### src/rtl/qdac_pkg.sv
package qdac_pkg;
  typedef enum logic [1:0] {
    OP_WRITE = 2'b00,
    OP_READ  = 2'b01,
    OP_XFER  = 2'b10,
    OP_CLRPF = 2'b11
  } op_e;
endpackage

### src/rtl/qdac_sync.sv
module qdac_sync #(
  parameter int W = 1,
  parameter logic [W-1:0] RST_VAL = '0
) (
  input  logic         clk,
  input  logic         rst_n,
  input  logic [W-1:0] d,
  output logic [W-1:0] q
);
  logic [W-1:0] s1_q;

  always_ff @(posedge clk or negedge rst_n) begin
    if (!rst_n) begin
      s1_q <= RST_VAL;
      q    <= RST_VAL;
    end else begin
      s1_q <= d;
      q    <= s1_q;
    end
  end
endmodule

### src/rtl/qdac_frame.sv
module qdac_frame #(
  parameter int DW = 8,
  parameter int FW = 14
) (
  input  logic          clk,
  input  logic          rst_n,
  input  logic          cs_act,
  input  logic          cs_fall,
  input  logic          cs_rise,
  input  logic          sck_rise,
  input  logic          sck_fall,
  input  logic          sdi_q,
  input  logic [DW:0]   tx_word,
  output logic          frame_ok,
  output logic [FW-1:0] frame_bits,
  output logic          sdo,
  output logic          sdo_oe
);
  localparam int CW = $clog2(FW + 2);
  localparam logic [CW-1:0] CNT_FULL = CW'(FW);
  localparam logic [CW-1:0] CNT_SAT  = CW'(FW + 1);

  logic [FW-1:0] in_q, in_n;
  logic [CW-1:0] cnt_q, cnt_n;
  logic [DW:0]   out_q, out_n;

  always_comb begin
    in_n  = in_q;
    cnt_n = cnt_q;
    out_n = out_q;
    if (cs_fall) begin
      in_n  = '0;
      cnt_n = '0;
      out_n = tx_word;
    end else if (cs_act) begin
      if (sck_rise) begin
        in_n = {in_q[FW-2:0], sdi_q};
        if (cnt_q != CNT_SAT) cnt_n = cnt_q + 1'b1;
      end
      if (sck_fall) out_n = {out_q[DW-1:0], 1'b0};
    end
  end

  always_ff @(posedge clk or negedge rst_n) begin
    if (!rst_n) begin
      in_q  <= '0;
      cnt_q <= '0;
      out_q <= '0;
    end else begin
      in_q  <= in_n;
      cnt_q <= cnt_n;
      out_q <= out_n;
    end
  end

  assign frame_ok   = cs_rise && (cnt_q == CNT_FULL);
  assign frame_bits = in_q;
  assign sdo_oe     = cs_act;
  assign sdo        = cs_act & out_q[DW];
endmodule

### src/rtl/qdac_regs.sv
module qdac_regs
  import qdac_pkg::*;
#(
  parameter int DW  = 8,
  parameter int NCH = 4,
  parameter int AW  = 2,
  parameter int FW  = 14
) (
  input  logic              clk,
  input  logic              rst_n,
  input  logic              frame_ok,
  input  logic [FW-1:0]     frame_bits,
  input  logic              ld_fall,
  output logic [NCH*DW-1:0] in_flat,
  output logic [NCH*DW-1:0] dac_flat,
  output logic              pf,
  output logic [AW-1:0]     rb_sel,
  output logic              rb_lsb,
  output logic              xfer
);
  op_e           op;
  logic [AW-1:0] addr;
  logic          flag9, upd;
  logic [DW-1:0] data;
  logic [DW-1:0] in_q [NCH];
  logic [DW-1:0] in_n [NCH];
  logic [DW-1:0] dac_q [NCH];
  logic [DW-1:0] dac_n [NCH];
  logic          pf_n, lsb_n;
  logic [AW-1:0] sel_n;

  assign op    = op_e'(frame_bits[FW-1:FW-2]);
  assign addr  = frame_bits[DW+2 +: AW];
  assign flag9 = frame_bits[DW+1];
  assign upd   = frame_bits[DW];
  assign data  = frame_bits[DW-1:0];

  always_comb begin
    xfer  = ld_fall;
    pf_n  = pf;
    sel_n = rb_sel;
    lsb_n = rb_lsb;
    for (int i = 0; i < NCH; i++) in_n[i] = in_q[i];
    if (frame_ok) begin
      unique case (op)
        OP_WRITE: begin
          for (int i = 0; i < NCH; i++)
            if (flag9 || (addr == AW'(i))) in_n[i] = data;
          if (upd) xfer = 1'b1;
        end
        OP_READ: begin
          sel_n = addr;
          lsb_n = flag9;
        end
        OP_XFER:  xfer = 1'b1;
        OP_CLRPF: pf_n = 1'b0;
      endcase
    end
    for (int i = 0; i < NCH; i++) dac_n[i] = xfer ? in_n[i] : dac_q[i];
  end

  always_ff @(posedge clk or negedge rst_n) begin
    if (!rst_n) begin
      for (int i = 0; i < NCH; i++) begin
        in_q[i]  <= '0;
        dac_q[i] <= '0;
      end
      pf     <= 1'b1;
      rb_sel <= '0;
      rb_lsb <= 1'b0;
    end else begin
      for (int i = 0; i < NCH; i++) begin
        in_q[i]  <= in_n[i];
        dac_q[i] <= dac_n[i];
      end
      pf     <= pf_n;
      rb_sel <= sel_n;
      rb_lsb <= lsb_n;
    end
  end

  for (genvar g = 0; g < NCH; g++) begin : g_flat
    assign in_flat[g*DW +: DW]  = in_q[g];
    assign dac_flat[g*DW +: DW] = dac_q[g];
  end
endmodule

### src/rtl/quad_dac_sif.sv
module quad_dac_sif #(
  parameter int DW  = 8,
  parameter int NCH = 4
) (
  input  logic              clk,
  input  logic              rst_n,
  input  logic              cs_n,
  input  logic              sck,
  input  logic              sdi,
  input  logic              ld_n,
  output logic              sdo,
  output logic              sdo_oe,
  output logic [NCH*DW-1:0] dac_codes,
  output logic              pwr_fail
);
  localparam int AW = $clog2(NCH);
  localparam int FW = 2 + AW + 2 + DW;

  logic [1:0]        rst_sr;
  logic              rst_i_n;
  logic [3:0]        pin_q;
  logic [2:0]        edge_q;
  logic              cs_q, sck_q, ld_q, sdi_q;
  logic              cs_fall, cs_rise, sck_rise, sck_fall, ld_fall;
  logic              frame_ok, xfer, rb_lsb;
  logic [FW-1:0]     frame_bits;
  logic [NCH*DW-1:0] in_flat;
  logic [AW-1:0]     rb_sel;
  logic [DW-1:0]     sel_word, rev_word;
  logic [DW:0]       tx_word;

  always_ff @(posedge clk or negedge rst_n) begin
    if (!rst_n) rst_sr <= 2'b00;
    else        rst_sr <= {rst_sr[0], 1'b1};
  end
  assign rst_i_n = rst_sr[1];

  qdac_sync #(.W(4), .RST_VAL(4'b1010)) u_sync (
    .clk(clk), .rst_n(rst_i_n), .d({cs_n, sck, ld_n, sdi}), .q(pin_q)
  );
  assign {cs_q, sck_q, ld_q, sdi_q} = pin_q;

  always_ff @(posedge clk or negedge rst_i_n) begin
    if (!rst_i_n) edge_q <= 3'b101;
    else          edge_q <= {cs_q, sck_q, ld_q};
  end
  assign cs_fall  = edge_q[2] & ~cs_q;
  assign cs_rise  = ~edge_q[2] & cs_q;
  assign sck_rise = ~edge_q[1] & sck_q;
  assign sck_fall = edge_q[1] & ~sck_q;
  assign ld_fall  = edge_q[0] & ~ld_q;

  always_comb begin
    sel_word = in_flat[rb_sel*DW +: DW];
    for (int i = 0; i < DW; i++) rev_word[i] = sel_word[DW-1-i];
    tx_word = {pwr_fail, rb_lsb ? rev_word : sel_word};
  end

  qdac_frame #(.DW(DW), .FW(FW)) u_frame (
    .clk(clk), .rst_n(rst_i_n), .cs_act(~cs_q), .cs_fall(cs_fall),
    .cs_rise(cs_rise), .sck_rise(sck_rise), .sck_fall(sck_fall),
    .sdi_q(sdi_q), .tx_word(tx_word), .frame_ok(frame_ok),
    .frame_bits(frame_bits), .sdo(sdo), .sdo_oe(sdo_oe)
  );

  qdac_regs #(.DW(DW), .NCH(NCH), .AW(AW), .FW(FW)) u_regs (
    .clk(clk), .rst_n(rst_i_n), .frame_ok(frame_ok), .frame_bits(frame_bits),
    .ld_fall(ld_fall), .in_flat(in_flat), .dac_flat(dac_codes),
    .pf(pwr_fail), .rb_sel(rb_sel), .rb_lsb(rb_lsb), .xfer(xfer)
  );
endmodule

### config.mk
export PLATFORM = sky130hd
export DESIGN_NAME = quad_dac_sif
export DESIGN_NICKNAME = d
export VERILOG_FILES = /design/src/rtl/qdac_pkg.sv /design/src/rtl/qdac_sync.sv /design/src/rtl/qdac_frame.sv /design/src/rtl/qdac_regs.sv /design/src/rtl/quad_dac_sif.sv
export SDC_FILE = /design/constraint.sdc
export NUM_CORES = 1
export LEC_CHECK = 0
export ABC_AREA = 1
export BUFFER_PORTS_ARGS = -buffer_cell sky130_fd_sc_hd__buf_2
export CORE_ASPECT_RATIO = 0.6
export CORE_MARGIN = 1
export CORE_UTILIZATION = 35
export CTS_CLUSTER_SIZE = 10
export DETAILED_ROUTE_END_ITERATION = 8
export SKIP_CTS_REPAIR_TIMING = 1
export SLEW_MARGIN = 20
export SYNTH_ARGS = -nofsm -noshare
export SYNTH_HDL_FRONTEND = slang
export SYNTH_SLANG_ARGS = --single-unit
### constraint.sdc
create_clock -name clk -period 8.3 [get_ports clk]
set_input_delay 1.245 -clock clk [delete_from_list [all_inputs] [get_ports clk]]
set_output_delay 1.245 -clock clk [all_outputs]
set_load 0.05 [all_outputs]
==> run summary, run 1 <==
GP Congestion: 0.8366
crit path kind: register to register
Clock Pin Slew Worst Setup and Hold Paths: 0.07 ns
post-route ant nets: 0
leakage: 2.839 nW
Total GRT Usage: 0.1814
io pins: 41
Fin Setup TNS: 0 ns
vias per cell: 5.030
Max-Cap Viols: 0
initial antenna violation count: 0
Remaining DRCs: 0
final hold violations: 0
CTS tree: built
Syn-to-layout area delta: 13.41%
latest clock arrival within the worst-skew pair: 0.35 ns
cell area after synthesis: 0.004881 mm²
clk buf depth: 2
Worst-Margin Slew: 0.9469 ns
max_slew headroom: 0.3681
pre-CTS setup slack: 5.674 ns
status: completed
Cell Count, Final, Fillers Out: 770
Critical Path AT: 2.88 ns
CTS Root Cell: clkbuf_16
Slew Limit Fails: 0
syn avg cell area: 8.639 µm²
final worst slack: 5.657 ns
first-pass GRT wire length: 19740 µm
startpoint types: register
FF-to-FF Start: u_frame.cnt_q[0]
port bufs: 40
Worst Reg-to-Reg Cells: 11
Main synth FF type: dfrtp_1
R2R Path End: u_regs.dac_flat[29]
post-synthesis net count: 573
leading cell type in the layout, fill and taps excluded: nand2_1
RSZ-0062 raised after global routing: no
reg-to-reg setup timing slack: 5.66 ns
worst-path fanout max: 39
most frequent cells in the layout: nand2_1 (168), dfrtp_1 (100), nand3_1 (72), inv_1 (55), buf_2 (40)
DR pass1 iterations: 5
EDFF count, synth: 0
Starting Density: 0.3694
min cycle time layout: 2.643 ns
dpl cells: 754
Ant. Diodes: 0
Cells after Synth: 565
# H-tree levels: 3
Fill cells: 1318
dpl hpwl: 8447 µm
grt ovf: 0
Worst setup EP type: register
Finish-stage setup viols: 0
Min-Delay Path Class: register to async pin
Avg WL per Cell: 15.63 µm
CP required: 8.54 ns
post-synth cell types: 31
via count: 3873
Core ar.: 0.01321 mm²
Power Total: 1.148 mW
vias in the first global route: 3655
Setup Skew: 0.008391 ns
CTS Buf Count: 9
period utilization: 0.3185
VDD IR max: 0.09657 mV
Site Rows: 32
DRT Wirelength: 12030 µm
layout cells sized above 1: 0.1600
PwrDens: 207.3 mW/mm²
die height: 93.48 µm
max frequency: 0.3783 GHz
FFs w/ async S/R, synth: 1.000
Die Wd: 154.5 µm
clk sink count: 108
nets: 603
Yosys warning total: 0
largest net degree at the start of global routing: 87
drt initial violations: 341
FF+latch count, synth: 108
die area: 0.01444 mm²
sequential area share after synthesis: 0.5555
## worst max path at each step
stage | startpoint | to | slack [ns] | cells past startpoint
6_report | u_frame.cnt_q[0] | u_regs.dac_flat[29] | 5.66 | 11
5_1_grt | u_frame.cnt_q[0] | u_regs.dac_flat[3] | 5.35 | 11
3_3_place_gp | u_frame.cnt_q[0] | u_regs.dac_flat[2] | 5.78 | 11
3_5_place_dp | u_frame.cnt_q[0] | u_regs.dac_flat[18] | 5.67 | 11
2_1_floorplan | rst_sr[1] | edge_q[1] | 5.08 | 0
4_1_cts | u_frame.cnt_q[0] | u_regs.dac_flat[18] | 5.65 | 11
## layout make-up
cell class	instances	area, µm²	share of cell area
Sequential cell	108	2715	0.4905
Inverter	58	217.7	0.03933
Clock buffer	10	239.0	0.04317
Timing Repair Buffer	43	226.5	0.04091
Multi-Input combinational cell	375	1831	0.3307
Clock inverter	6	93.84	0.01695
Tap cell	170	212.7	0.03843
## where the power goes
group	internal, mW	switching [mW]
Combinational	0.0251	0.0718
Sequential	0.552	0.0220
Clock	0.276	0.201
Total	0.853	0.295
## layer usage
metal | global-route usage | wire (µm)
met5 | 0 | 0
met4 | 0.03960 | 78
met3 | 0.03985 | 690
met2 | 0.2372 | 4639
met1 | 0.2935 | 6624
## stage by stage
step | hold WS [ns] | util | cell area [µm²]
after floorplan | 0.3312 | - | 4881
after global placement | 0.2024 | 0.3935 | 5199
after detailed placement | 0.2096 | 0.3935 | 5199
after CTS | 0.2152 | 0.4187 | 5532
after global routing | 0.2306 | 0.4189 | 5535
final | 0.2058 | 0.4189 | 5535
## cell usage after synthesis, drive strengths merged (7+ instances only)
master  instances  area (µm²)
nand4          33       206.5
nand2         169       636.9
o21ai          23       133.9
inv            56       210.2
nand3          75       390.4
dfstp           7       183.9
and2           32       225.2
a21oi          20       103.9
nor2           14       62.56
dfrtp         101        2527
clkbuf         12       45.04
buf            12       76.32
## cell families after synthesis
family / count (synthesis) / share of synthesized area
other: 1 / 0.0007683
adders and majority gates: 2 / 0.005126
and+or+nand+nor: 325 / 0.3143
DFF: 108 / 0.5555
AOI/OAI and AO/OA: 46 / 0.05306
buffers and inverters: 82 / 0.06947
xor gates and xnor gates: 1 / 0.001795
## registers in the layout (all words and copies together) (netlist names)
name	flops
u_regs.rb_lsb	1
u_sync.s1_q	4
u_regs.in_flat	32
edge_q	3
u_regs.rb_sel	2
u_regs.pf	1
u_frame.out_q	9
u_frame.cnt_q	4
u_frame.frame_bits	14
u_sync.q	4
rst_sr	2
u_regs.dac_flat	32
## worst max-delay path, stage by stage, from the launching register on
cell and delay [ns]:
dfrtp_1 0.40, inv_1 0.10, ha_1 0.15, nand3_1 0.08, nor2_2 0.08, buf_4 0.35, nand2_1 0.14, o21ai_2 0.07
buf_4 0.34, inv_1 0.52, nand2_1 0.21, nand2_1 0.08
Power figures use the tool's default switching activity.
==> run 2: changes to the inputs <==
Clock period 8.3 ns to 2.31 ns, I/O delays scaled along.
==> run 2 against run 1 <==
  * Clock power rose to 3.4 times the previous value
  * Flip-flop and latch count unchanged
  * Non-clock buffer count up 6
  * Power rose to 3.5 times the previous value
  * Fmax up 29%
  * Register-to-register slack worse by 5.4 ns
  * Wire length up 2.0%
  * Sequential power rose to 3.6 times the previous value
  * Worst hold slack worse by 0.12 ns
  * Global-route usage up 0.39 points
==> run summary, run 2 (synthesized netlist as in run 1, its figures left out) <==
Core ar.: 0.01321 mm² (unchanged)
Power Total: 4.072 mW (+250%)
Worst path slowest cell: dfrtp_1
met1 WL: 6458 µm (-2.5%)
grt ovf: 0 (unchanged)
Syn-to-layout area delta: 14.48%
vias in the first global route: 3689 (+0.93%)
P_int: 2.981 mW (+250%)
layout cells sized above 1: 0.1667 (+0.006667)
min cycle time layout: 2.057 ns (-0.5863 ns)
Min-Delay Path Class: primary input to register
Setup Skew: 0.009928 ns (+0.001537 ns)
startpoint types: register
die height: 93.48 µm (unchanged)
Sw Share: 0.2680 (+0.01138)
met3 wire len: 892 µm (+29%)
via count: 3876 (+0.077%)
top routing layer in use: met4
crit path kind: register to register
Remaining DRCs: 0 (unchanged)
CP required: 2.60 ns (-5.94 ns)
Reg area: 0.002715 mm² (unchanged)
nets: 609 (+1.0%)
first-pass GRT wire length: 20330 µm (+3.0%)
PwrDens: 728.7 mW/mm² (+250%)
CP top delay family: simple AND/OR/NAND/NOR gates
P_sw: 1.091 mW (+270%)
Die Wd: 154.5 µm (unchanged)
# H-tree levels: 3 (unchanged)
status: completed
port bufs: 40 (unchanged)
Worst path max stage delay: 0.40 ns (-0.12 ns)
worst path cell trace: inv_1 -> ha_1 -> nand3_1 -> nor2_2 -> buf_4 -> nand3_1 -> nand2_1 -> and2_4 -> nand2_1 -> nand2_1
Critical Path AT: 2.35 ns (-0.53 ns)
Slew Limit Fails: 0 (unchanged)
most used cell, CP: nand2_1
clk buf depth: 2 (unchanged)
CTS Root Cell: clkbuf_16
sequential power share: 0.508 (+0.007)
Clock Pin Slew Worst Setup and Hold Paths: 0.08 ns (about the same)
RSZ-0062 raised after global routing: no
Avg WL per Cell: 15.82 µm (+1.2%)
Finish-stage setup viols: 0 (unchanged)
leading cell type in the layout, fill and taps excluded: nand2_1
Worst setup EP type: register
Starting Density: 0.3694 (unchanged)
Fin Setup TNS: 0 ns (unchanged)
final hold violations: 0 (unchanged)
worst-path fanout max: 38 (-2.6%)
Multi-input gate area: 0.001831 mm² (unchanged)
Max-Cap Viols: 0 (unchanged)
clk sink count: 108 (unchanged)
Total GRT Usage: 0.1853 (+0.003883)
post-route ant nets: 0 (unchanged)
Site Rows: 32 (unchanged)
Comb pwr share: 0.090 (+0.006)
GP Congestion: 0.8226 (-1.7%)
latest clock arrival within the worst-skew pair: 0.35 ns (about the same)
largest net degree at the start of global routing: 40 (-54%)
initial antenna violation count: 0 (unchanged)
period utilization: 0.8904 (+0.5720)
DRT Wirelength: 12280 µm (+2.0%)
drt initial violations: 304 (-11%)
DR pass1 iterations: 5 (unchanged)
max frequency: 0.4862 GHz (+29%)
die area: 0.01444 mm² (unchanged)
Ant. Diodes: 0 (unchanged)
VDD IR max: 0.3020 mV (+210%)
CTS Buf Count: 9 (unchanged)
Fill cells: 1339 (+1.6%)
Worst-Margin Slew: 0.9881 ns (+0.04121 ns)
vias per cell: 4.995 (-0.70%)
leakage: 2.869 nW (+1.1%)
worst path bufs/invs: 2 (-2)
Clock Power Share: 0.402 (-0.013)
CTS tree: built
max_slew headroom: 0.3406 (-0.02751)
dpl hpwl: 8692 µm (+2.9%)
DR WL met2: 4826 µm (+4.0%)
io pins: 41 (unchanged)
most frequent cells in the layout: nand2_1 (168), dfrtp_1 (100), nand3_1 (72), inv_1 (55), buf_2 (40)
-- run 2: cell types whose count changed in the layout (fill, tap and decap cells not counted) --
cell,change
buf_12,+2
buf_4,+4
buf_6,-1
bufinv_16,-1
dlygate4sd3_1,+1
inv_6,-1
inv_8,+2
-- run 2: through the flow --
stage          utilization  cell area, µm²  setup WS, ns  hold slack, ns  cells
2_1_floorplan            -            4882        0.5080         0.05091    565
3_3_place_gp        0.3982            5261        0.3363          0.1316    759
3_5_place_dp        0.3982            5261        0.2603          0.1347    759
4_1_cts             0.4222            5578        0.2359         -0.2483    775
5_1_grt             0.4229            5588       0.01526         0.07393    776
6_report            0.4229            5588        0.2531         0.08638    776
-- run 2: cell type report --
class,instances,share of cell area
inverters,58,0.03896
multi-input cells,375,0.3276
well taps,170,0.03807
flip-flops and latches,108,0.4859
repair buffers,49,0.05284
clock buffers,10,0.04277
clock inverters,6,0.01388
-- run 2: worst reg2reg max path, cell delays in order, from the launching register on --
cell	delay, ns
dfrtp_1	0.40
inv_1	0.10
ha_1	0.16
nand3_1	0.08
nor2_2	0.10
buf_4	0.37
nand3_1	0.36
nand2_1	0.15
and2_4	0.15
nand2_1	0.06
nand2_1	0.07
-- run 2: path summary, 6_finish.rpt --
| path | startpoint | endpoint | slack [ns] | cells after the start |
|---|---|---|---|---|
| worst max-delay path | u_frame.cnt_q[0] | u_regs.dac_flat[6] | 0.25 | 10 |
| max in group asynchronous | rst_sr[1] | edge_q[0] | 1.36 | 1 |
| worst min-delay path | ld_n | u_sync.s1_q[1] | 0.09 | 1 |
| worst max register to register | u_frame.cnt_q[0] | u_regs.dac_flat[6] | 0.25 | 10 |
| worst min register to register | rst_sr[1] | u_sync.s1_q[0] | 0.32 | 0 |
| min in group asynchronous | rst_n | rst_sr[1] | 0.29 | 2 |
-- run 2: routing by layer --
metal	global-route usage	vias up
met2	0.2443	114
li1	-	1899
met1	0.2944	1853
met5	0	-
met3	0.04819	10
met4	0.03795	0
-- run 2: power groups by stage --
stage	clock [mW]	sequential, mW	combinational [mW]
4_1_cts	1.68	2.07	0.369
3_3_place_gp	0	2.10	0.348
6_report	1.64	2.07	0.365
3_5_place_dp	0	2.11	0.368
2_1_floorplan	0	2.11	0.233
5_1_grt	1.76	2.09	0.414
==> run 3: changes to the inputs <==
Settings changed: GPL_TIMING_DRIVEN from default to 0.
==> run 3 against run 2 <==
  * Design area grew 0.31%
  * Largest cell class unchanged
  * Largest power group unchanged
  * Die area did not move
  * Flip-flop and latch count did not move
  * Core utilization is 0.13 points higher
==> run summary, run 3 (synthesized netlist as in run 1, its figures left out) <==
status: completed
most used cell, CP: nand2_1
clk buf depth: 2 (unchanged)
min cycle time layout: 1.897 ns (-0.1603 ns)
layout cells sized above 1: 0.1669 (+0.0002675)
GP Congestion: 0.8665 (+5.3%)
via count: 3931 (+1.4%)
RSZ-0062 raised after global routing: no
initial antenna violation count: 0 (unchanged)
Core ar.: 0.01321 mm² (unchanged)
Ant. Diodes: 0 (unchanged)
leakage: 2.878 nW (+0.31%)
Reg area: 0.002715 mm² (unchanged)
Worst setup EP type: register
PwrDens: 687.8 mW/mm² (-5.6%)
Min-Delay Path Class: primary input to register
Avg WL per Cell: 15.51 µm (-2.0%)
VDD IR max: 0.3252 mV (+7.7%)
nets: 626 (+2.8%)
Worst path max stage delay: 0.40 ns (about the same)
CTS Buf Count: 9 (unchanged)
Setup Skew: 0.008486 ns (-0.001443 ns)
crit path kind: register to register
worst-path fanout max: 10 (-74%)
DRT Wirelength: 12300 µm (+0.17%)
CP required: 2.54 ns (-0.06 ns)
Cell Count, Final, Fillers Out: 793 (+2.2%)
CTS tree: built
post-layout util: 0.4242 (+0.001325)
worst path cell trace: inv_1 -> ha_1 -> nand3_1 -> nor2_2 -> nand2_1 -> o21ai_2 -> inv_1 -> clkbuf_1 -> nand2_1 -> nand2_1
Remaining DRCs: 0 (unchanged)
DR pass1 iterations: 5 (unchanged)
drt initial violations: 452 (+49%)
Max-Cap Viols: 0 (unchanged)
# H-tree levels: 3 (unchanged)
dpl hpwl: 9250 µm (+6.4%)
die height: 93.48 µm (unchanged)
Syn-to-layout area delta: 14.84%
Critical Path AT: 2.12 ns (-0.23 ns)
Worst path slowest cell: dfrtp_1
vias in the first global route: 3796 (+2.9%)
clk sink count: 108 (unchanged)
first-pass GRT wire length: 20010 µm (-1.6%)
Starting Density: 0.3694 (unchanged)
largest net degree at the start of global routing: 56 (+40%)
max frequency: 0.5272 GHz (+8.5%)
die area: 0.01444 mm² (unchanged)
final hold violations: 0 (unchanged)
Clock Pin Slew Worst Setup and Hold Paths: 0.07 ns (about the same)
post-route ant nets: 0 (unchanged)
Total GRT Usage: 0.1824 (-0.002896)
Site Rows: 32 (unchanged)
Slew Limit Fails: 0 (unchanged)
io pins: 41 (unchanged)
grt ovf: 0 (unchanged)
CTS Root Cell: clkbuf_16
period utilization: 0.8211 (-0.06939)
Finish-stage setup viols: 0 (unchanged)
latest clock arrival within the worst-skew pair: 0.34 ns (about the same)
dpl cells: 776 (+2.2%)
max_slew headroom: 0.5332 (+0.1926)
Worst-Margin Slew: 0.7002 ns (-0.2879 ns)
startpoint types: register
port bufs: 40 (unchanged)
most frequent cells in the layout: nand2_1 (168), dfrtp_1 (100), nand3_1 (72), inv_1 (55), buf_2 (47)
leading cell type in the layout, fill and taps excluded: nand2_1
vias per cell: 4.957 (-0.76%)
Fill cells: 1306 (-2.5%)
Multi-input gate area: 0.001831 mm² (unchanged)
Die Wd: 154.5 µm (unchanged)
==> run 3: cell types whose count changed in the layout (fill, tap and decap cells not counted) <==
cell and change:
clkinvlp_4 +1, clkbuf_1 +14, buf_4 -2, bufinv_16 -1, buf_12 -2, buf_16 +1, clkinv_2 +1, buf_2 +7
clkbuf_8 -1, inv_8 -2, buf_6 +1
==> run 3: worst paths after layout <==
path | end | start | slack [ns] | depth (start not counted)
worst min register to register | u_sync.q[0] | u_sync.s1_q[0] | 0.35 | 0
min in group asynchronous | rst_sr[1] | rst_n | 0.31 | 2
worst min-delay path | u_sync.s1_q[3] | cs_n | 0.1 | 1
worst max register to register | u_regs.dac_flat[19] | u_frame.cnt_q[0] | 0.41 | 10
max in group asynchronous | u_regs.pf | rst_sr[1] | 1.17 | 1
worst max-delay path | u_regs.dac_flat[19] | u_frame.cnt_q[0] | 0.41 | 10
==> run 3: area by class of cell <==
type	instances	share of cell area
well taps	170	0.03795
clock inverters	5	0.006696
repair buffers	42	0.04241
plain buffers	24	0.02165
flip-flops and latches	108	0.4844
inverters	58	0.03884
multi-input cells	375	0.3266
clock buffers	11	0.04152
==> run 3: worst max-delay path, delay by kind of cell, from the launching register on <==
family | cells | cell delay [ns]
buffers and inverters | 3 | 0.54
AOI/OAI and AO/OA | 1 | 0.14
DFF | 1 | 0.40
adders and majority gates | 1 | 0.15
and+or+nand+nor | 5 | 0.55
==> run 3: stage by stage <==
stage                     worst slack (ns)  hold slack, ns  power [mW]  instance area (µm²)  setup TNS, ns
after detailed placement            0.3762          0.1353       2.472                 5325              0
final                               0.4134         0.09882       3.855                 5605              0
after floorplan                     0.5080         0.05091       2.347                 4882              0
after global placement             -0.1136          0.1317       2.444                 5295         -10.22
after CTS                           0.3549         -0.2298       3.893                 5595              0
after global routing                0.1991         0.08934       4.033                 5605              0
==> run 3: where the power goes <==
group | switching, mW | internal (mW)
Sequential | 0.0893 | 1.99
Clock | 0.683 | 0.737
Combinational | 0.256 | 0.105
Total | 1.03 | 2.83
==> run 3: layer usage <==
| layer | track usage | share of wire | wire length (µm) | vias up |
|---|---|---|---|---|
| met5 | 0 | 0 | 0 | - |
| met3 | 0.04402 | 0.075 | 921 | 14 |
| li1 | - | - | - | 1931 |
| met2 | 0.2432 | 0.39 | 4797 | 120 |
| met4 | 0.03548 | 0.0089 | 109 | 0 |
| met1 | 0.2905 | 0.53 | 6467 | 1866 |
